`src/rtl/irq_seq_pkg.sv`:
```
package irq_seq_pkg;
    typedef enum logic [1:0] {
        ST_IDLE,
        ST_INJECT,
        ST_SERVICE,
        ST_RETURN
    } seq_state_e;
endpackage

```
`src/rtl/irq_src_bank.sv`:
```
module irq_src_bank #(
    parameter int NSRC = 4
) (
    input  logic            clk,
    input  logic            rst_n,
    input  logic [NSRC-1:0] src_evt,
    input  logic            clr_we,
    input  logic            en_we,
    input  logic [NSRC-1:0] wdata,
    output logic [NSRC-1:0] flag_o,
    output logic [NSRC-1:0] en_o,
    output logic            req_o
);
    logic [NSRC-1:0] flag_q;
    logic [NSRC-1:0] en_q;
    logic [NSRC-1:0] clr_mask;

    assign clr_mask = clr_we ? wdata : '0;

    // Event wins over a clear in the same cycle.
    always_ff @(posedge clk or negedge rst_n) begin
        if (!rst_n) begin
            flag_q <= '0;
        end else begin
            flag_q <= (flag_q & ~clr_mask) | src_evt;
        end
    end

    always_ff @(posedge clk or negedge rst_n) begin
        if (!rst_n) begin
            en_q <= '0;
        end else if (en_we) begin
            en_q <= wdata;
        end
    end

    assign flag_o = flag_q;
    assign en_o   = en_q;
    assign req_o  = |(flag_q & en_q);

    for (genvar i = 0; i < NSRC; i++) begin : g_chk
        AST_EVT_SETS_FLAG: assert property (@(posedge clk) disable iff (!rst_n)
            src_evt[i] |=> flag_o[i]);
        AST_FLAG_STICKY: assert property (@(posedge clk) disable iff (!rst_n)
            (flag_o[i] && !(clr_we && wdata[i])) |=> flag_o[i]);
        AST_CLEAR_WORKS: assert property (@(posedge clk) disable iff (!rst_n)
            (clr_we && wdata[i] && !src_evt[i]) |=> !flag_o[i]);
    end
endmodule

```
`src/rtl/irq_ctrl_fsm.sv`:
```
module irq_ctrl_fsm
    import irq_seq_pkg::*;
(
    input  logic clk,
    input  logic rst_n,
    input  logic instr_end,
    input  logic reti_done,
    input  logic req,
    output logic inject_call,
    output logic in_service
);
    seq_state_e state_q;
    seq_state_e state_d;

    always_comb begin
        state_d = state_q;
        unique case (state_q)
            ST_IDLE: begin
                if (instr_end && req) state_d = ST_INJECT;
            end
            ST_INJECT: begin
                state_d = ST_SERVICE;
            end
            ST_SERVICE: begin
                if (instr_end && reti_done) state_d = ST_RETURN;
            end
            ST_RETURN: begin
                if (instr_end) state_d = req ? ST_INJECT : ST_IDLE;
            end
            default: state_d = ST_IDLE;
        endcase
    end

    always_ff @(posedge clk or negedge rst_n) begin
        if (!rst_n) begin
            state_q <= ST_IDLE;
        end else begin
            state_q <= state_d;
        end
    end

    always_comb begin
        inject_call = 1'b0;
        in_service  = 1'b1;
        unique case (state_q)
            ST_IDLE:    in_service  = 1'b0;
            ST_INJECT:  inject_call = 1'b1;
            ST_SERVICE: in_service  = 1'b1;
            ST_RETURN:  in_service  = 1'b1;
            default:    in_service  = 1'b0;
        endcase
    end

    AST_INJECT_ONE_CYCLE: assert property (@(posedge clk) disable iff (!rst_n)
        inject_call |=> !inject_call);
    AST_ACCEPT_AT_END: assert property (@(posedge clk) disable iff (!rst_n)
        (!in_service && instr_end && req) |=> inject_call);
    AST_NO_SPONTANEOUS: assert property (@(posedge clk) disable iff (!rst_n)
        (!in_service && !instr_end) |=> !inject_call);
    AST_INJECT_SETS_ISVC: assert property (@(posedge clk) disable iff (!rst_n)
        inject_call |-> in_service);
    AST_NO_NEST: assert property (@(posedge clk) disable iff (!rst_n)
        (in_service && !inject_call && !(instr_end && reti_done) && state_q == ST_SERVICE)
        |=> !inject_call && in_service);
    AST_RETURN_HOLDS: assert property (@(posedge clk) disable iff (!rst_n)
        (state_q == ST_SERVICE && instr_end && reti_done) |=> in_service && !inject_call);
    AST_IDLE_IGNORES_RETI: assert property (@(posedge clk) disable iff (!rst_n)
        (!in_service && !instr_end) |=> !in_service);
endmodule

```
`src/rtl/irq_sequencer.sv`:
```
module irq_sequencer #(
    parameter int NSRC = 4
) (
    input  logic            clk,
    input  logic            rst_n,
    input  logic [NSRC-1:0] src_evt,
    input  logic            reg_we,
    input  logic            reg_sel,
    input  logic [NSRC-1:0] reg_wdata,
    output logic [NSRC-1:0] flag_rd,
    output logic [NSRC-1:0] en_rd,
    input  logic            instr_end,
    input  logic            reti_done,
    output logic            inject_call,
    output logic            in_service
);
    logic clr_we;
    logic en_we;
    logic req;

    assign clr_we = reg_we && !reg_sel;
    assign en_we  = reg_we && reg_sel;

    irq_src_bank #(.NSRC(NSRC)) u_bank (
        .clk    (clk),
        .rst_n  (rst_n),
        .src_evt(src_evt),
        .clr_we (clr_we),
        .en_we  (en_we),
        .wdata  (reg_wdata),
        .flag_o (flag_rd),
        .en_o   (en_rd),
        .req_o  (req)
    );

    irq_ctrl_fsm u_fsm (
        .clk        (clk),
        .rst_n      (rst_n),
        .instr_end  (instr_end),
        .reti_done  (reti_done),
        .req        (req),
        .inject_call(inject_call),
        .in_service (in_service)
    );

    AST_REQ_NEEDS_ENABLE: assert property (@(posedge clk) disable iff (!rst_n)
        (!in_service && instr_end && ((flag_rd & en_rd) == '0)) |=> !inject_call);
endmodule

```
`config.mk`:
```
export PLATFORM = sky130hd
export DESIGN_NAME = irq_sequencer
export DESIGN_NICKNAME = d
export VERILOG_FILES = /design/src/rtl/irq_seq_pkg.sv /design/src/rtl/irq_src_bank.sv /design/src/rtl/irq_ctrl_fsm.sv /design/src/rtl/irq_sequencer.sv
export SDC_FILE = /design/constraint.sdc
export NUM_CORES = 1
export LEC_CHECK = 0
export BUFFER_PORTS_ARGS = -buffer_cell sky130_fd_sc_hd__buf_2
export CELL_PAD_IN_SITES_DETAIL_PLACEMENT = 0
export CELL_PAD_IN_SITES_GLOBAL_PLACEMENT = 1
export CORE_UTILIZATION = 30
export DETAILED_ROUTE_END_ITERATION = 10
export PLACE_DENSITY = 0.72
export SETUP_SLACK_MARGIN = 0.3
export SKIP_CTS_REPAIR_TIMING = 1
export SYNTH_ARGS = -nofsm -noshare
export SYNTH_HDL_FRONTEND = slang
export SYNTH_SLANG_ARGS = --single-unit
```
`constraint.sdc`:
```
create_clock -name clk -period 1.7 [get_ports clk]
set_input_delay 0.255 -clock clk [delete_from_list [all_inputs] [get_ports clk]]
set_output_delay 0.255 -clock clk [all_outputs]
set_load 0.01 [all_outputs]
```
Word-level counts from Yosys, hierarchy flattened
Index checks and enable logic that the tools add are counted.
Widths: inputs -> output; s select.
- bitwise operators: 4
- eq/ne operators: 6
- reduce and logical (&&, ||, !) cells: 8
- multiplexer cells: 8
- operators with widths (operator ; count):
    $and 4x4->4 ; 2
    $pmux 2 s4 ; 1
    $mux 2 ; 3
    $eq 2x2->1 const B ; 2
    $logic_and 1x1->1 ; 4
    $mux 4 ; 1
    $ne 2x1->1 const B ; 2
    $not 4->4 ; 1
    $or 4x4->4 ; 1
    $reduce_or 4->1 ; 1
    $mux 1 ; 3
    $reduce_and 3->1 ; 1
    $eq 2x1->1 const B ; 1
    $logic_not 2->1 ; 1
    $ne 2x2->1 const B ; 1
    $logic_not 1->1 ; 1
- bits in registers: 10
- word-level logic and storage cells: 29
- input bits: 14

Longest topological paths before layout
Gate-level depths: netlist of the first run.
- depth in word-level cells: 6
- mapped depth: 6

By module
A second synthesis of the first run with hierarchy kept.
- cells, all modules: 43
- area total of the unflattened synthesis: 523.0 sq um
- modules (own cells, without submodules) (module ; instances ; seq. area each (sq um) ; cells an instance ; area each (sq um)):
    irq_src_bank ; 1 ; 200.2 ; 23 ; 309.0
    irq_ctrl_fsm ; 1 ; 50.0 ; 18 ; 197.7
    irq_sequencer ; 1 ; 0.0 ; 2 ; 16.3

Worst setup path before layout of the first run
No wires, ideal clock.
- kind: register to register
- start point: register u_fsm.state_q[0]
- end point: register u_fsm.state_q[1]
- period minus slack after synthesis: 1435 ps
- data required time: 1575 ps
- cell stages (with the launch flop): 7
- setup time: 125 ps
- data arrival time: 1310 ps
- buffers on the path: 0
- path slack: 265 ps
- cells stage by stage: dfrtp_1 > inv_1 > ha_1 > nand2b_1 > a21o_2 > nand2_2 > mux2_4
- longest elaborated chain between the ends: 3
- elaborated cells between the ends (all ways): 9
- RTL lines (what ; RTL line ; text):
    from (decl) ; irq_ctrl_fsm.sv:12 ; seq_state_e state_q;
    from (signal assigned) ; irq_ctrl_fsm.sv:38 ; state_q <= state_d;
    $eq 2x2->1 or $logic_not 2->1 (tied branches) ; irq_ctrl_fsm.sv:17 ; unique case (state_q)
    $ne 2x1->1 (no source line) or $ne 2x2->1 (tied branches) ; - ;
    $reduce_and 3->1 (no source line) ; - ;
Parallel ways exist; a longest one is shown, timed or not.
A chain may end at the register's enable or synchronous reset.

Worst setup path after layout of the first run
- start point: register u_fsm.state_q[1]
- end point: register u_fsm.state_q[1]
Same word-level chain as after synthesis.

==> results of run 1 <==
==> cells by family after synthesis <==
group,synth area share [%]
AND/OR/NAND/NOR,10.87
AO/OA/AOI/OAI,14.98
flip-flops,48.31
buffers and inverters,2.174
multiplexers,11.59
adder cells (fa/ha/maj),12.08
==> worst max-delay path: stages (launching register included) <==
cell	delay, ns
dfrtp_2	0.46
inv_2	0.11
ha_4	0.15
nor3_2	0.03
a21o_2	0.20
nand2_2	0.08
mux2_4	0.30
==> per-layer routing <==
| layer | vias up | track usage [%] | part of all wire [%] |
|---|---|---|---|
| met5 | - | 0 | 0 |
| met4 | 0 | 9.375 | 0 |
| met3 | 0 | 1.250 | 4.8 |
| li1 | 211 | - | - |
| met2 | 16 | 22.69 | 51 |
| met1 | 212 | 14.78 | 44 |
==> flip-flops by register name, indices dropped and copies added, names as in the netlist <==
register,cells
u_bank.en_o,4
u_bank.flag_o,4
u_fsm.state_q,2
==> cell usage after synthesis <==
| cell type | instances |
|---|---|
| a21o_2 | 1 |
| ha_1 | 5 |
| nor3_2 | 1 |
| nand2b_1 | 1 |
| a22oi_1 | 2 |
| a211oi_1 | 1 |
| o211ai_1 | 1 |
| inv_1 | 3 |
| nand3_1 | 1 |
| a32oi_1 | 1 |
| nand2_1 | 6 |
| dfrtp_1 | 10 |
| mux2_2 | 4 |
| a21o_1 | 4 |
| mux2_4 | 1 |
| nor2b_1 | 1 |
| nand2_2 | 1 |
==> worst max-delay path by stage <==
stage,endpoint,start,depth (start not counted)
CTS,u_fsm.state_q[1],u_fsm.state_q[1],6
detailed placement,u_fsm.state_q[1],u_fsm.state_q[1],6
floorplan,u_fsm.state_q[1],u_fsm.state_q[0],6
global placement,u_fsm.state_q[1],u_fsm.state_q[1],6
global route,u_fsm.state_q[1],u_fsm.state_q[1],5
finish,u_fsm.state_q[1],u_fsm.state_q[1],6
==> metrics by stage <==
stage	util [%]	total power, mW	setup WS [ns]
3_5_place_dp	41.89	0.7212	0.2013
5_1_grt	47.75	1.109	0.2055
4_1_cts	44.22	0.9412	0.1882
2_1_floorplan	-	0.6078	0.3033
6_report	47.75	1.020	0.2529
3_3_place_gp	41.89	0.7083	0.2009
==> cell type report <==
class,instances,area [µm²]
clock buffer,4,36.28
tap,16,20.02
multi-input combinational,31,286.5
sequential,10,251.5
timing repair buffer,25,136.4
fill,163,814.5
inverter,3,13.76
==> power by group through the flow <==
stage          logic (mW)  registers [mW]  clock network [mW]
2_1_floorplan       0.275           0.333                   0
3_3_place_gp        0.376           0.332                   0
3_5_place_dp        0.389           0.332                   0
4_1_cts             0.393           0.327               0.221
5_1_grt             0.526           0.351               0.232
6_report            0.460           0.345               0.214
==> impl_metrics.env, run 1 <==
export IMPL_outcome="finished with violations"
export IMPL_violations="DRC"
export IMPL_vias=439
export IMPL_rows=14
export IMPL_cts_made_buffers=3
export IMPL_die_h_um=43.56
export IMPL_synth_cells=44
export IMPL_dieArea_um2=1897
export IMPL_pin_count=24
export IMPL_cts_tree="done"
export IMPL_clockBufferDepth=2
export IMPL_cp_max_fo=5
export IMPL_max_freq_mhz=691.0
export IMPL_rsz0062_at_grt="true"
export IMPL_crit_type="flop to flop"
export IMPL_drv_cap=0
export IMPL_antenna_found_initial=0
export IMPL_path_clk_slew_ns=0.07
export IMPL_design_area_um2=744.5
export IMPL_comb_power_share_pct=45.1
export IMPL_insertion_delay_ns=0.26
export IMPL_ant_nets=0
export IMPL_power_per_cell_area_nw_per_um2=1370
export IMPL_drc=2
export IMPL_die_w_um=43.56
export IMPL_critPathLaunchType="flop"
export IMPL_firstDrtPassIters=6
export IMPL_ys_types=17
export IMPL_p_sw_mw=0.3559
export IMPL_r2r_cells=6
export IMPL_dp_final_hpwl_um=786.8
export IMPL_grt_total_usage_pct=13.05
export IMPL_worst_hold_path_type="primary input to flop"
export IMPL_reg2reg_slack_ns=0.25
export IMPL_ys_warn_count=0
export IMPL_antennaDiodeCount=0
export IMPL_clockPowerShare_pct=21.0
export IMPL_synth_nets=63
export IMPL_swShare_pct=34.90
export IMPL_tns_ns=0
export IMPL_layout_common_cells="buf_2, dfrtp_1, nand2_1"
export IMPL_relSlewSlack_pct=78.98
export IMPL_rr_endpoint="u_fsm.state_q[1]"
export IMPL_slew_viol_final=0
export IMPL_ys_seq_area_share_pct=48.31
export IMPL_fin_crit_sh_pct=85.12
export IMPL_synth_area_leaders="dfrtp_1, ha_1, mux2_2"
export IMPL_arrival_ns=1.60
export IMPL_final_common_cell="buf_2"
export IMPL_yosysTopAreaCell="dfrtp_1"
export IMPL_core_area_um2=1559
export IMPL_via_per_inst=4.933
export IMPL_power_frac_seq_pct=33.8
export IMPL_p_int_mw=0.6639
export IMPL_wl_per_cell_um=11.63
export IMPL_io_buffers=23
export IMPL_drtIter0Drc=2
export IMPL_cp_required_ns=1.85
export IMPL_wl_um=1035
export IMPL_min_to="u_bank.flag_o[2]"
export IMPL_start_util_pct=33.23
export IMPL_grt_pass1_vias=458
export IMPL_end_kind="flop"
export IMPL_synth_area_um2=518.0
export IMPL_layout_nets=93
export IMPL_synth_top_area_share_pct=48.31
export IMPL_grt_max_degree=11
export IMPL_hold_viol=0
export IMPL_cts_max_level=1
export IMPL_grt_overflow=0
export IMPL_place_inst=83
export IMPL_final_layout_size_suffix_gt1_share_pct=58.90
export IMPL_cts_num_sinks=10
export IMPL_power_leakage_nw=0.3415
export IMPL_fin_hold_ws_ns=0.1607
export IMPL_worstMarginPinSlew_ns=0.3146
export IMPL_routabilityCongestion=0.6866
export IMPL_dpl_cell_area_um2=653.1
export IMPL_grt_pass1_wl_um=1828
export IMPL_hold_depth=2
export IMPL_setup_viol=0
export IMPL_postSynthAreaPerCell_um2=11.77
export IMPL_final_cells=89
export IMPL_peakVddDrop_mv=0.4619
export IMPL_ys_ff_latch=10
export IMPL_period_minus_slack_ns=1.447
export IMPL_clock_skew_ns=0.005261
export IMPL_worstHoldStart="src_evt[2]"
export IMPL_r2r_start="u_fsm.state_q[1]"
export IMPL_cts_root_buf="clkbuf_4"
export IMPL_area_growth_pct=43.72
(Power assumes the default switching activity.)
==> run 2, diff against run 1 <==
--- a/config.mk
+++ b/config.mk
@@ -8,9 +8,9 @@
 export BUFFER_PORTS_ARGS = -buffer_cell sky130_fd_sc_hd__buf_2
 export CELL_PAD_IN_SITES_DETAIL_PLACEMENT = 0
 export CELL_PAD_IN_SITES_GLOBAL_PLACEMENT = 1
-export CORE_UTILIZATION = 30
+export CORE_UTILIZATION = 29
 export DETAILED_ROUTE_END_ITERATION = 10
-export PLACE_DENSITY = 0.72
+export PLACE_DENSITY = 0.73
 export SETUP_SLACK_MARGIN = 0.3
 export SKIP_CTS_REPAIR_TIMING = 1
 export SYNTH_ARGS = -nofsm -noshare
==> constraint.sdc (replaced) <==
create_clock -name clk -period 1.3 [get_ports clk]
set_input_delay 0.195 -clock clk [delete_from_list [all_inputs] [get_ports clk]]
set_output_delay 0.195 -clock clk [all_outputs]
set_load 0.01 [all_outputs]
==> impl_metrics.env, run 2 (same netlist as run 1, synthesis figures left out) <==
export IMPL_grt_pass1_vias=434
export IMPL_r2r_start="u_fsm.state_q[0]"
export IMPL_reg2reg_slack_ns=-0.12
export IMPL_setup_viol=2
export IMPL_grt_max_degree=11
export IMPL_worst_hold_path_type="primary input to flop"
export IMPL_p_sw_mw=0.4652
export IMPL_grt_overflow=0
export IMPL_final_cells=102
export IMPL_cts_tree="done"
export IMPL_path_clk_slew_ns=0.07
export IMPL_period_minus_slack_ns=1.415
export IMPL_worstMarginPinSlew_ns=0.3267
export IMPL_critPathLaunchType="flop"
export IMPL_fin_hold_ws_ns=0.1051
export IMPL_power_leakage_nw=0.3629
export IMPL_die_h_um=44.27
export IMPL_ant_nets=0
export IMPL_fin_crit_sh_pct=108.9
export IMPL_routabilityCongestion=0.6976
export IMPL_cts_max_level=1
export IMPL_die_w_um=44.27
export IMPL_via_per_inst=4.343
export IMPL_peakVddDrop_mv=0.7667
export IMPL_dp_final_hpwl_um=850.2
export IMPL_cp_max_fo=3
export IMPL_hold_depth=2
export IMPL_violations="setup timing"
export IMPL_dieArea_um2=1959
export IMPL_max_freq_mhz=706.5
export IMPL_cts_made_buffers=3
export IMPL_antenna_found_initial=0
export IMPL_grt_pass1_wl_um=1745
export IMPL_start_util_pct=32.50
export IMPL_pin_count=24
export IMPL_firstDrtPassIters=5
export IMPL_final_layout_size_suffix_gt1_share_pct=61.54
export IMPL_outcome="finished with violations"
export IMPL_swShare_pct=33.72
export IMPL_end_kind="flop"
export IMPL_wl_um=1041
export IMPL_p_int_mw=0.9144
export IMPL_clockBufferDepth=2
export IMPL_power_per_cell_area_nw_per_um2=1742
export IMPL_cts_num_sinks=10
export IMPL_layout_common_cells="buf_2, dfrtp_1, nand2_1"
export IMPL_rows=14
export IMPL_pre_cts_ws_ns=-0.1101
export IMPL_total_power_mw=1.380
export IMPL_drtIter0Drc=5
export IMPL_slew_viol_final=0
export IMPL_rr_endpoint="u_fsm.state_q[1]"
export IMPL_hold_viol=0
export IMPL_rsz0062_at_grt="true"
export IMPL_clock_skew_ns=0.006960
export IMPL_drv_cap=0
export IMPL_core_area_um2=1594
export IMPL_cp_required_ns=1.45
export IMPL_final_common_cell="buf_2"
export IMPL_comb_power_share_pct=51.9
export IMPL_layout_nets=98
export IMPL_place_inst=96
export IMPL_relSlewSlack_pct=78.17
export IMPL_grt_total_usage_pct=12.29
export IMPL_insertion_delay_ns=0.26
export IMPL_power_frac_seq_pct=31.9
export IMPL_worst_slack_ns=-0.1154
export IMPL_drc=0
export IMPL_crit_type="flop to flop"
export IMPL_cts_root_buf="clkbuf_4"
export IMPL_r2r_cells=6
export IMPL_wl_per_cell_um=10.21
export IMPL_arrival_ns=1.57
export IMPL_clockPowerShare_pct=16.2
export IMPL_area_growth_pct=52.90
export IMPL_min_to="u_bank.flag_o[3]"
export IMPL_io_buffers=23
export IMPL_worstHoldStart="src_evt[3]"
export IMPL_antennaDiodeCount=0
export IMPL_vias=443
[run 2: worst max-delay path, cell delays in order, from the launching register on]
cell	delay [ns]
dfrtp_1	0.41
inv_2	0.13
ha_4	0.16
nor3_2	0.04
a21o_2	0.21
nand2_2	0.07
mux2_4	0.29
[run 2: per-layer routing]
| metal | GRT usage (%) | vias to the layer above | wire length (µm) |
|---|---|---|---|
| li1 | - | 223 | - |
| met1 | 15.50 | 200 | 494 |
| met2 | 19.41 | 18 | 484 |
| met3 | 3.673 | 2 | 47 |
| met4 | 5.455 | 0 | 14 |
| met5 | 0 | - | 0 |
[run 2: power by group through the flow]
stage | logic [mW] | clock network [mW] | registers [mW]
final | 0.716 | 0.223 | 0.440
after global routing | 0.792 | 0.252 | 0.448
after CTS | 0.660 | 0.230 | 0.443
after detailed placement | 0.653 | 0 | 0.448
after global placement | 0.656 | 0 | 0.443
after floorplan | 0.403 | 0 | 0.452
[run 2: area by class of cell]
class	count	area, µm²
tap	24	30.03
clock buffer	4	26.28
sequential	10	251.5
inverter	3	11.26
multi-input combinational	31	286.5
timing repair buffer	30	186.4
fill	148	802.0
[run 2: worst max-delay path by stage]
stage / start / end / slack (ns) / cells past startpoint
after floorplan: u_fsm.state_q[0] / u_fsm.state_q[1] / -0.07 / 6
after global placement: u_fsm.state_q[0] / u_fsm.state_q[1] / -0.1 / 6
after detailed placement: u_fsm.state_q[0] / u_fsm.state_q[1] / -0.11 / 6
after CTS: u_fsm.state_q[0] / u_fsm.state_q[1] / -0.12 / 6
after global routing: u_fsm.state_q[1] / u_fsm.state_q[1] / -0.17 / 5
final: u_fsm.state_q[0] / u_fsm.state_q[1] / -0.12 / 6
[run 2: stage by stage]
step / util [%] / setup TNS (ns) / instance area [µm²]
final: 49.69 / -0.1659 / 792.0
after global routing: 49.69 / -0.3665 / 792.0
after CTS: 47.41 / -0.2250 / 755.7
after detailed placement: 45.76 / -0.1101 / 729.5
after global placement: 45.76 / -0.09844 / 729.5
after floorplan: - / -0.06574 / 546.8
